File: src/rtl/lpm_pkg.sv
package lpm_pkg;
  typedef enum logic [1:0] {
    MODE_RUN  = 2'd0,
    MODE_IDLE = 2'd1,
    MODE_HALT = 2'd2
  } lpm_mode_e;

  // control register bit positions
  localparam int unsigned CTL_IDLE = 0;
  localparam int unsigned CTL_HALT = 1;

  // status register bit positions
  localparam int unsigned ST_TMR  = 0;
  localparam int unsigned ST_WAKE = 1;
  localparam int unsigned ST_HERR = 2;
  localparam int unsigned ST_W    = 3;
endpackage

File: src/rtl/lpm_wake_sync.sv
module lpm_wake_sync #(
  parameter int unsigned WAKE_W = 4
) (
  input  logic              clk,
  input  logic              rst_n,
  input  logic [WAKE_W-1:0] wake_i,
  output logic [WAKE_W-1:0] rise_o
);
  for (genvar g = 0; g < WAKE_W; g++) begin : g_line
    logic s1_q, s2_q, s3_q;

    always_ff @(posedge clk or negedge rst_n) begin
      if (!rst_n) begin
        s1_q <= 1'b0;
        s2_q <= 1'b0;
        s3_q <= 1'b0;
      end else begin
        s1_q <= wake_i[g];
        s2_q <= s1_q;
        s3_q <= s2_q;
      end
    end

    assign rise_o[g] = s2_q & ~s3_q;

    // an edge pulse lasts exactly one cycle (basis of R6)
    p_rise_single_r6: assert property (@(posedge clk) disable iff (!rst_n)
      rise_o[g] |=> !rise_o[g]);
  end
endmodule

File: src/rtl/lpm_wake_timer.sv
module lpm_wake_timer #(
  parameter int unsigned TMR_W = 13
) (
  input  logic clk,
  input  logic rst_n,
  input  logic en_i,
  output logic ovf_o
);
  localparam logic [TMR_W-1:0] CNT_MAX = {TMR_W{1'b1}};

  logic [TMR_W-1:0] cnt_q, cnt_d;

  always_comb begin
    cnt_d = cnt_q;
    if (en_i) cnt_d = cnt_q + 1'b1;
  end

  always_ff @(posedge clk or negedge rst_n) begin
    if (!rst_n) cnt_q <= '0;
    else        cnt_q <= cnt_d;
  end

  assign ovf_o = en_i && (cnt_q == CNT_MAX);

  // counter frozen while not enabled (R9: no timer exit from halt)
  p_cnt_hold_r9: assert property (@(posedge clk) disable iff (!rst_n)
    !en_i |=> $stable(cnt_q));
endmodule

File: src/rtl/lpm_mode_fsm.sv
module lpm_mode_fsm
  import lpm_pkg::*;
#(
  parameter int unsigned REG_W = 8
) (
  input  logic             clk,
  input  logic             rst_n,
  input  logic             wr_en,
  input  logic             wr_sel,
  input  logic [REG_W-1:0] wr_data,
  input  logic             pll_req_i,
  input  logic             wake_evt_i,
  input  logic             tmr_ovf_i,
  output lpm_mode_e        mode_o,
  output logic [ST_W-1:0]  status_o
);
  lpm_mode_e       mode_q, mode_d;
  logic [ST_W-1:0] st_q, st_d, st_set;
  logic            ctl_wr, st_clr;

  assign ctl_wr = wr_en && !wr_sel;
  assign st_clr = wr_en && wr_sel && (wr_data == '0);

  always_comb begin
    mode_d = mode_q;
    st_set = '0;
    unique case (mode_q)
      MODE_RUN: begin
        if (ctl_wr) begin
          if (wr_data[CTL_HALT]) begin
            if (!pll_req_i) mode_d = MODE_HALT;
            else            st_set[ST_HERR] = 1'b1;
          end else if (wr_data[CTL_IDLE]) begin
            mode_d = MODE_IDLE;
          end
        end
      end
      MODE_IDLE: begin
        if (tmr_ovf_i || wake_evt_i) begin
          mode_d           = MODE_RUN;
          st_set[ST_TMR]  = tmr_ovf_i;
          st_set[ST_WAKE] = wake_evt_i;
        end
      end
      MODE_HALT: begin
        if (wake_evt_i) begin
          mode_d           = MODE_RUN;
          st_set[ST_WAKE] = 1'b1;
        end
      end
      default: mode_d = MODE_RUN;
    endcase
    st_d = (st_clr ? '0 : st_q) | st_set;
  end

  always_ff @(posedge clk or negedge rst_n) begin
    if (!rst_n) begin
      mode_q <= MODE_RUN;
      st_q   <= '0;
    end else begin
      mode_q <= mode_d;
      st_q   <= st_d;
    end
  end

  assign mode_o   = mode_q;
  assign status_o = st_q;

  p_idle_exit_next_r5: assert property (@(posedge clk) disable iff (!rst_n)
    (mode_q == MODE_IDLE && (wake_evt_i || tmr_ovf_i)) |=> (mode_q == MODE_RUN));

  p_halt_refused_r8: assert property (@(posedge clk) disable iff (!rst_n)
    (mode_q == MODE_RUN && ctl_wr && wr_data[CTL_HALT] && pll_req_i)
      |=> (mode_q == MODE_RUN && st_q[ST_HERR]));

  p_halt_wake_only_r9: assert property (@(posedge clk) disable iff (!rst_n)
    (mode_q == MODE_HALT && !wake_evt_i) |=> (mode_q == MODE_HALT));

  p_idle_ignores_ctl_r12: assert property (@(posedge clk) disable iff (!rst_n)
    (mode_q == MODE_IDLE && !wake_evt_i && !tmr_ovf_i) |=> (mode_q == MODE_IDLE));

  p_status_sticky_r10: assert property (@(posedge clk) disable iff (!rst_n)
    !st_clr |=> ((st_q & $past(st_q)) == $past(st_q)));
endmodule

File: src/rtl/lpm_ctrl.sv
module lpm_ctrl
  import lpm_pkg::*;
#(
  parameter int unsigned WAKE_W = 4,
  parameter int unsigned TMR_W  = 13,
  parameter int unsigned REG_W  = 8
) (
  input  logic              clk,
  input  logic              rst_n,
  input  logic              wr_en,
  input  logic              wr_sel,
  input  logic [REG_W-1:0]  wr_data,
  input  logic              rd_sel,
  output logic [REG_W-1:0]  rd_data,
  input  logic              pll_req_i,
  input  logic [WAKE_W-1:0] wake_i,
  input  logic [WAKE_W-1:0] wake_mask_i,
  output logic              core_clk_en_o,
  output logic              osc_en_o,
  output logic              pll_en_o,
  output logic              wake_tmr_en_o,
  output logic              cmp_en_o,
  output logic              bor_en_o
);
  localparam int unsigned PAD_W = REG_W - ST_W;

  logic              rs1_q, rs2_q, rst_int_n;
  logic [WAKE_W-1:0] rise;
  logic              wake_evt, tmr_ovf, tmr_en;
  lpm_mode_e         mode;
  logic [ST_W-1:0]   status;

  // reset: asserted asynchronously, released on the clock
  always_ff @(posedge clk or negedge rst_n) begin
    if (!rst_n) begin
      rs1_q <= 1'b0;
      rs2_q <= 1'b0;
    end else begin
      rs1_q <= 1'b1;
      rs2_q <= rs1_q;
    end
  end
  assign rst_int_n = rs2_q;

  lpm_wake_sync #(.WAKE_W(WAKE_W)) u_sync (
    .clk    (clk),
    .rst_n  (rst_int_n),
    .wake_i (wake_i),
    .rise_o (rise)
  );

  assign wake_evt = |(rise & wake_mask_i);
  assign tmr_en   = (mode != MODE_HALT);

  lpm_wake_timer #(.TMR_W(TMR_W)) u_tmr (
    .clk   (clk),
    .rst_n (rst_int_n),
    .en_i  (tmr_en),
    .ovf_o (tmr_ovf)
  );

  lpm_mode_fsm #(.REG_W(REG_W)) u_fsm (
    .clk        (clk),
    .rst_n      (rst_int_n),
    .wr_en      (wr_en),
    .wr_sel     (wr_sel),
    .wr_data    (wr_data),
    .pll_req_i  (pll_req_i),
    .wake_evt_i (wake_evt),
    .tmr_ovf_i  (tmr_ovf),
    .mode_o     (mode),
    .status_o   (status)
  );

  // control bits are write-only and always read as zero
  assign rd_data = rd_sel ? {{PAD_W{1'b0}}, status} : '0;

  assign core_clk_en_o = (mode == MODE_RUN);
  assign cmp_en_o      = (mode == MODE_RUN);
  assign bor_en_o      = (mode == MODE_RUN);
  assign osc_en_o      = (mode != MODE_HALT);
  assign wake_tmr_en_o = tmr_en;
  assign pll_en_o      = pll_req_i && (mode != MODE_HALT);
endmodule

File: config.mk
export PLATFORM = sky130hd
export DESIGN_NAME = lpm_ctrl
export DESIGN_NICKNAME = d
export VERILOG_FILES = /design/src/rtl/lpm_pkg.sv /design/src/rtl/lpm_wake_sync.sv /design/src/rtl/lpm_wake_timer.sv /design/src/rtl/lpm_mode_fsm.sv /design/src/rtl/lpm_ctrl.sv
export SDC_FILE = /design/constraint.sdc
export NUM_CORES = 1
export LEC_CHECK = 0
export ABC_AREA = 1
export CAP_MARGIN = 20
export CELL_PAD_IN_SITES_DETAIL_PLACEMENT = 0
export CELL_PAD_IN_SITES_GLOBAL_PLACEMENT = 1
export CORE_MARGIN = 5
export CORE_UTILIZATION = 41
export CTS_CLUSTER_DIAMETER = 120
export CTS_CLUSTER_SIZE = 20
export DETAILED_ROUTE_END_ITERATION = 7
export DONT_BUFFER_PORTS = 1
export PLACE_DENSITY_LB_ADDON = 0.25
export SYNTH_ARGS = -nofsm -noshare
export SYNTH_HDL_FRONTEND = slang
export SYNTH_SLANG_ARGS = --single-unit
File: constraint.sdc
create_clock -name clk -period 1.09 [get_ports clk]
set_input_delay 0.1635 -clock clk [delete_from_list [all_inputs] [get_ports clk]]
set_output_delay 0.1635 -clock clk [all_outputs]
set_load 0.01 [all_outputs]
### After elaboration in Yosys (flattened, before gate mapping)

Index checks and enable logic that the tools add are counted.

| cells by class | value |
|---|---|
| $add $sub $neg | 1 |
| $mul | 0 |
| divide/modulo/power cells | 0 |
| $lt $le $gt $ge | 0 |
| equal/unequal tests | 9 |
| shift operators | 0 |
| mux-type cells | 17 |
| bitwise gates (word level) | 10 |
| reductions and logical operators | 11 |

Operator list:

| kind | number |
|---|---|
| 2-bit two-way mux | 7 |
| 13-bit by 1-bit adder with 13-bit output (second input constant) | 1 |
| 13-bit equality test (second input constant) | 1 |
| 8-bit logical NOT | 1 |
| 1-bit two-way mux | 6 |
| 3-bit two-way mux | 2 |
| 2-bit by 1-bit != test with 1-bit output (second input constant) | 3 |
| 3-bit != test (second input constant) | 2 |
| 2-bit one-hot mux with 3 select lines | 1 |
| 1-bit logical AND | 5 |
| 5-bit AND reduction | 1 |
| 1-bit bitwise AND | 4 |
| 4-bit bitwise AND | 1 |
| 1-bit inverter | 4 |
| 4-bit OR reduction | 1 |
| 3-bit bitwise OR | 1 |
| 2-bit by 1-bit equality test with 1-bit output (second input constant) | 1 |
| 2-bit equality test (second input constant) | 1 |
| 2-bit logical NOT | 1 |
| 2-bit != test (second input constant) | 1 |
| 1-bit one-hot mux with 2 select lines | 1 |
| 1-bit logical NOT | 1 |
| 1-bit logical OR | 1 |

| storage, ports and cells | value |
|---|---|
| bits in registers | 32 |
| bits in latches | 0 |
| memory bits (writable) | 0 |
| memory bits (read-only) | 0 |
| bits of input ports | 22 |
| output and inout port bits | 14 |
| memories kept | 0 |

### Longest topological paths before layout

Gate-level depths: netlist (run 1).

| logic depth | value |
|---|---|
| word-level depth | 8 |
| depth in mapped cells | 9 |

### By module

From an unflattened synthesis (run 1), not the netlist that was laid out.

| second synthesis, totals | value |
|---|---|
| cells, all modules | 185 |
| area total of the unflattened synthesis | 1,582.8 um^2 |

Modules (own cells, without submodules):

| module | instances | cells an instance | area each (um^2) |
|---|---|---|---|
| lpm_wake_timer | 1 | 82 | 664.4 |
| lpm_mode_fsm | 1 | 52 | 381.6 |
| lpm_wake_sync | 1 | 20 | 340.3 |
| lpm_ctrl | 1 | 31 | 196.4 |

### Worst setup path after synthesis (run 1)

No wires, ideal clock.

| timing | value |
|---|---|
| path kind | reg-to-reg |
| start point | register u_fsm.mode_q[0], in the netlist u_fsm.mode_o[0] |
| end point | register u_tmr.cnt_q[10] |
| arrival | 1.309 ns |
| path slack | -0.337 ns |
| cell stages (with the launch flop) | 9 |
| path buffers | 0 |
| cells stage by stage | dfrtp_1 inv_1 ha_1 inv_4 nand4_1 nor2_1 nand2_1 xor2_1 inv_1 |

| on the way | value |
|---|---|
| longest elaborated chain between the ends | 1 |

RTL lines:

| item | line | text |
|---|---|---|
| from (decl) | lpm_mode_fsm.sv:17 | `lpm_mode_e mode_q, mode_d;` |
| from (signal assigned) | lpm_mode_fsm.sv:61 | `mode_q <= mode_d;` |
| 2-bit != test | -- |  |
| named net osc_en_o | lpm_ctrl.sv:19 | `output logic osc_en_o,` |
| to (signal assigned) | lpm_wake_timer.sv:20 | `else cnt_q <= cnt_d;` |
| to (decl) | lpm_wake_timer.sv:11 | `logic [TMR_W-1:0] cnt_q, cnt_d;` |

The timed path passes the listed nets, and every way through them passes these cells.
A chain may end at the register's enable or synchronous reset.

### Worst setup path after layout (run 1)

| timing | value |
|---|---|
| start point | register u_fsm.mode_q[0], in the netlist u_fsm.mode_o[0] |
| end point | output port osc_en_o |

| on the way | value |
|---|---|
| longest elaborated chain between the ends | 1 |

RTL lines:

| item | line | text |
|---|---|---|
| 2-bit != test | lpm_ctrl.sv:81 | `assign osc_en_o = (mode != MODE_HALT);` |
| to (decl) | lpm_ctrl.sv:19 |  |

Every way passes these cells.

==> results of run 1 <==
timing repair:
action | CTS | global route
resized for setup | 36 | 27
endpoints found under the setup margin | 22 | 24
pin swaps | 14 | 15
gates cloned | 0 | 0
hold buffers | 6 | 0
endpoints found under the hold margin | 7 | 0
setup buffers | 7 | 8
area by class of cell:
type                            count  area [µm²]
Inverter                           24        97.6
Sequential cell                    32         802
Clock inverter                      2        35.0
Timing Repair Buffer               43         407
Clock buffer                        6        41.3
Fill cell                         276        1210
Tap cell                           46        57.6
Multi-Input combinational cell     95         737
flip-flops by register name, indices dropped and copies added (netlist names):
name                cells
u_tmr.cnt_q            13
u_sync.g_line.s1_q      4
u_sync.g_line.s2_q      4
u_sync.g_line.s3_q      4
u_fsm.status_o          3
u_fsm.mode_o            2
rs1_q                   1
rs2_q                   1
power groups by stage:
stage	logic (mW)	clock network, mW	registers [mW]
3_3_place_gp	1.36	0	1.54
5_1_grt	2.59	0.966	1.59
6_report	2.39	0.880	1.56
3_5_place_dp	1.39	0	1.55
4_1_cts	1.89	0.905	1.53
2_1_floorplan	0.857	0	1.57
stage by stage:
stage	setup WS (ns)	cell area, µm²	cells	total power, mW
after global routing	-0.399	2180	248	5.14
after detailed placement	-0.266	1690	221	2.94
final	-0.347	2180	248	4.83
after floorplan	-0.231	1500	159	2.43
after CTS	-0.349	2000	241	4.33
after global placement	-0.266	1690	221	2.90
worst paths after layout:
path | cells after the start | to
worst min register to register | 0 | u_sync.g_line[1].s1_q
min in group asynchronous | 1 | rs2_q
worst min-delay path | 3 | u_fsm.status_o[2]
worst max register to register | 7 | u_tmr.cnt_q[11]
worst max-delay path | 5 | osc_en_o
max in group asynchronous | 1 | u_fsm.mode_o[1]
worst min-delay path, cell delays in order:
cell     delay [ns]
nor2_1         0.04
nand2_2        0.06
o21ai_2        0.05
cells in the mapped netlist:
| library cell | n |
|---|---|
| dfrtp_1 | 32 |
| nand2_1 | 27 |
| inv_1 | 23 |
| nor2_1 | 17 |
| nand3_1 | 10 |
| buf_4 | 8 |
| xor2_1 | 7 |
| nand2_2 | 6 |
| xnor2_1 | 5 |
| ha_1 | 4 |
| conb_1 | 2 |
| nor2_4 | 2 |
| nor3_1 | 2 |
| o21ai_1 | 2 |
| a21oi_1 | 1 |
| inv_4 | 1 |
| nand4_1 | 1 |
| nand4_2 | 1 |
| nor2_2 | 1 |
| o21ai_0 | 1 |
| o22ai_1 | 1 |
| or2_1 | 1 |
layer usage:
layer	wire [µm]	up-vias	track usage (%)
met2	1570	34	22.6
met1	1090	525	13.9
met3	203	8	4.20
met4	82	0	5.11
met5	0	-	0
li1	-	547	-
cells by family (layout without fill, tap and decap cells):
kind of cell / count (synthesis) / after routing / synth area share (%)
AND/OR/NAND/NOR: 68 / 68 / 21.7
XOR/XNOR: 12 / 12 / 7.20
AO/OA/AOI/OAI: 5 / 5 / 1.80
flip-flops: 32 / 32 / 54.9
other: 2 / 6 / 0.515
adder cells (fa/ha/maj): 4 / 4 / 3.43
buffers and inverters: 32 / 75 / 10.5
==> impl_metrics.py, run 1 <==
metrics = {
    "floorplanning": {
        "start_util_pct": 43.0,
        "rows": 21,
        "dieArea_um2": 4850,
        "ios": 36,
        "core_area_um2": 3390,
        "die_h_um": 69.7,
        "die_width_um": 69.7,
    },
    "critical_path": {
        "cp-startpoint": "u_fsm.mode_o[0]",
        "reg2reg_slack_ns": -0.31,
        "path_max_fanout": 6,
        "start_kind": "register",
        "cp_data_required_time_ns": 0.93,
        "crit_top_cell": "buf_6",
        "cp.arrival_ns": 1.27,
        "crit_type": "reg2out",
        "critical-path-max-stage-delay_ns": 0.40,
        "crit_buf_inv": 4,
        "worstPathCellList": "inv_2 > ha_4 > inv_6 > buf_6 > buf_6",
        "cpMaxStageDelayCell": "dfrtp_1",
        "cp_top_family": "flip-flops",
        "critical_path.reg2reg.startpoint": "u_fsm.mode_o[1]",
        "endpoint_kind": "output pin",
    },
    "finish": {
        "drive_gt1_share_pct": 45.5,
        "final_common_cell": "dfrtp_1",
        "fin_util_pct": 64.2,
        "finalNetCount": 227,
        "syn2layout_area_growth_pct": 49.2,
        "mostFrequentLayoutCells": "31 x dfrtp_1, 21 x buf_4, 20 x nand2_1",
        "diodes": 0,
    },
    "timing": {
        "setup_ws_ns": -0.347,
        "finalSetupTns_ns": -5.75,
        "relSlewSlack_pct": 66.4,
        "period_share_pct": 132,
        "grt_setup_unrepaired": "yes",
        "whs_ns": 0.0104,
        "final_hold_viol_count": 0,
        "finalSetupViolations": 23,
        "clock_skew_ns": 0.00718,
        "period_needed_ns": 1.44,
        "fmax_mhz": 696,
        "worst_pin_slew_ns": 0.501,
        "slew_violations": 0,
    },
    "global_route": {
        "grt_overflow": 0,
        "antenna_found_initial": 0,
        "grt_pass1_vias": 1179,
        "grt_pass1_wl_um": 4950,
        "grt_util_all_layers_pct": 12.7,
        "grt_max_degree": 29,
    },
    "power": {
        "ir_worst_vdd_uv": 1490,
        "p_sw_share_pct": 34.8,
        "internal_power_mw": 3.15,
        "seqPwrFrac_pct": 32.3,
        "comb_power_share_pct": 49.5,
        "clockPowerShare_pct": 18.2,
        "power.density_nw_per_um2": 2220,
        "switchingPower_mw": 1.68,
        "p_leak_nw": 1.05,
    },
    "yosys": {
        "synth_seq_cells": 32,
        "ys_seq_area_share_pct": 54.9,
        "synth_area_um2": 1460,
        "avgSynthCellArea_um2": 9.41,
        "synth.distinct_cells": 22,
        "yosysTopAreaCell": "dfrtp_1",
        "synthTopCellsByArea": "dfrtp_1 55%, nand2_1 6.9%, inv_1 5.9%, nor2_1 4.4%, xor2_1 4.2%",
        "netlist_instances": 155,
        "yosysWarnings": 0,
        "synth_top_area_share_pct": 54.9,
    },
    "run_status": {
        "violations": "negative setup slack",
        "status": "complete, but fails checks",
    },
    "clock_network": {
        "cts_inserted_buffers": 5,
        "clock_latency_ns": 0.33,
        "clk_path_buf_depth": 2,
        "clock-root-buffer": "clkbuf_4",
        "cts_sinks": 32,
        "htree_levels": 2,
        "clk_pin_slew_ns": 0.10,
        "cts_tree": "yes",
    },
    "drt": {
        "num_vias": 1114,
        "first_pass_iters": 4,
        "drt_iter0_markers": 18,
        "ant_nets": 0,
        "wl_per_cell_um": 11.9,
        "wirelength_um": 2950,
        "vias_per_cell": 4.49,
        "drc_errors": 0,
    },
    "placement": {
        "hpwl_um": 1890,
        "globalplace.congestion": 0.759,
        "io_buffers": 0,
    },
    "job": {
        "maxCapViolCount": 0,
    },
    "min_path": {
        "hp-class": "in2reg",
        "hold_start": "wr_sel",
    },
}
Note: power is estimated with default switching activity, not from simulation.
==> run 2: changes to the inputs <==
Settings changed: PLACE_DENSITY_LB_ADDON 0.25 to 0.1.
==> impl_metrics.py, run 2 (synthesis gave the netlist of run 1 again) <==
metrics = {
    "critical_path": {
        "cp_data_required_time_ns": 0.93,
        "start_kind": "register",
        "reg2regPathDepth": 10,
        "endpoint_kind": "output pin",
        "path_max_fanout": 4,
        "crit_type": "reg2out",
        "cp.arrival_ns": 1.26,
    },
    "power": {
        "power_mw": 4.43,
        "ir_worst_vdd_uv": 1180,
        "p_leak_nw": 1.01,
        "power.density_nw_per_um2": 2160,
    },
    "clock_network": {
        "cts_tree": "yes",
        "cts_sinks": 32,
        "htree_levels": 2,
        "cts_inserted_buffers": 5,
        "clock_latency_ns": 0.33,
        "clk_pin_slew_ns": 0.11,
        "clk_path_buf_depth": 2,
        "clock-root-buffer": "clkbuf_4",
    },
    "drt": {
        "wl_per_cell_um": 11.2,
        "ant_nets": 0,
        "first_pass_iters": 2,
        "num_vias": 1076,
        "drt_iter0_markers": 12,
        "wirelength_um": 2750,
        "vias_per_cell": 4.39,
        "drc_errors": 0,
    },
    "timing": {
        "period_share_pct": 130,
        "grt_setup_unrepaired": "yes",
        "setup_ws_ns": -0.332,
        "whs_ns": 0.0317,
        "slew_violations": 0,
        "finalSetupViolations": 23,
        "fmax_mhz": 703,
        "period_needed_ns": 1.42,
        "final_hold_viol_count": 0,
        "clock_skew_ns": 0.0104,
    },
    "finish": {
        "regMostFlops": "u_tmr.cnt_q",
        "postLayoutCellArea_um2": 2050,
        "finalNetCount": 224,
        "fillers": 290,
        "drive_gt1_share_pct": 40.7,
        "stdcell_count": 245,
        "mostFrequentLayoutCells": "31 x dfrtp_1, 23 x buf_4, 21 x nand2_1",
        "syn2layout_area_growth_pct": 40.7,
        "largest_reg_flops": 13,
        "final_common_cell": "dfrtp_1",
        "diodes": 0,
    },
    "placement": {
        "dp.cells": 222,
        "place_ws_ns": -0.274,
        "globalplace.congestion": 0.807,
        "dpl_cell_area_um2": 1690,
        "hpwl_um": 1850,
        "io_buffers": 0,
    },
    "job": {
        "maxCapViolCount": 0,
    },
    "global_route": {
        "grt_util_all_layers_pct": 12.3,
        "grt_overflow": 0,
        "grt_max_degree": 31,
        "grt_pass1_vias": 1143,
        "grt_pass1_wl_um": 4800,
        "antenna_found_initial": 0,
    },
    "floorplanning": {
        "die_h_um": 69.7,
        "rows": 21,
        "dieArea_um2": 4850,
        "core_area_um2": 3390,
        "ios": 36,
        "start_util_pct": 43.0,
        "die_width_um": 69.7,
    },
    "min_path": {
        "hp-class": "in2reg",
        "holdPathStages": 3,
    },
    "run_status": {
        "status": "complete, but fails checks",
        "violations": "negative setup slack",
    },
}
## run 2: area by class of cell
cell class	instances	area, µm²	share of cell area (%)
clock inverters	3	42.5	2.07
clock buffers	5	37.5	1.83
inverters	24	95.1	4.63
flip-flops and latches	32	802	39.1
well taps	46	57.6	2.80
repair buffers	40	365	17.8
multi-input cells	95	652	31.8
## run 2: worst paths after layout
check / from / to / slack [ns]
setup / recovery: u_fsm.mode_o[0] / osc_en_o / -0.33
hold / removal: wr_sel / u_fsm.status_o[2] / 0.03
setup reg to reg: u_fsm.mode_o[1] / u_fsm.mode_o[1] / -0.29
hold reg to reg: rs2_q / u_tmr.cnt_q[2] / 0.22
max in group asynchronous: rs2_q / u_fsm.mode_o[1] / 0.70
min in group asynchronous: rst_n / rs2_q / 0.05
## run 2: where the power goes
part / total, mW / internal, mW / switching (mW)
clock: 0.887 / 0.478 / 0.409
sequential: 1.53 / 1.39 / 0.136
combinational: 2.02 / 1.07 / 0.947
## run 2: per-stage QoR
stage / TNS (ns) / util, %
2_1_floorplan: -1.45 / -
3_3_place_gp: -2.35 / 49.9
3_5_place_dp: -2.55 / 49.9
4_1_cts: -5.60 / 59.0
5_1_grt: -7.09 / 60.5
6_report: -5.46 / 60.5
## run 2: per-layer routing
metal	GRT usage [%]	vias up	wire [µm]
met3	4.78	7	185
met5	0	-	0
met2	20.9	34	1360
met4	5.11	0	53
li1	-	539	-
met1	13.7	496	1160
## run 2: what timing repair did
item | 4_1_cts | 5_1_grt
resized for setup | 32 | 10
setup buffers | 7 | 2
pin swaps | 16 | 8
hold endpoints to repair | 7 | 0
hold buffers | 6 | 0
endpoints found under the setup margin | 22 | 24
## run 2: worst max-delay path, stage by stage (launching register included)
cell and delay (ns):
dfrtp_1 0.40, inv_2 0.10, ha_4 0.16, inv_6 0.04, buf_6 0.10, buf_6 0.12
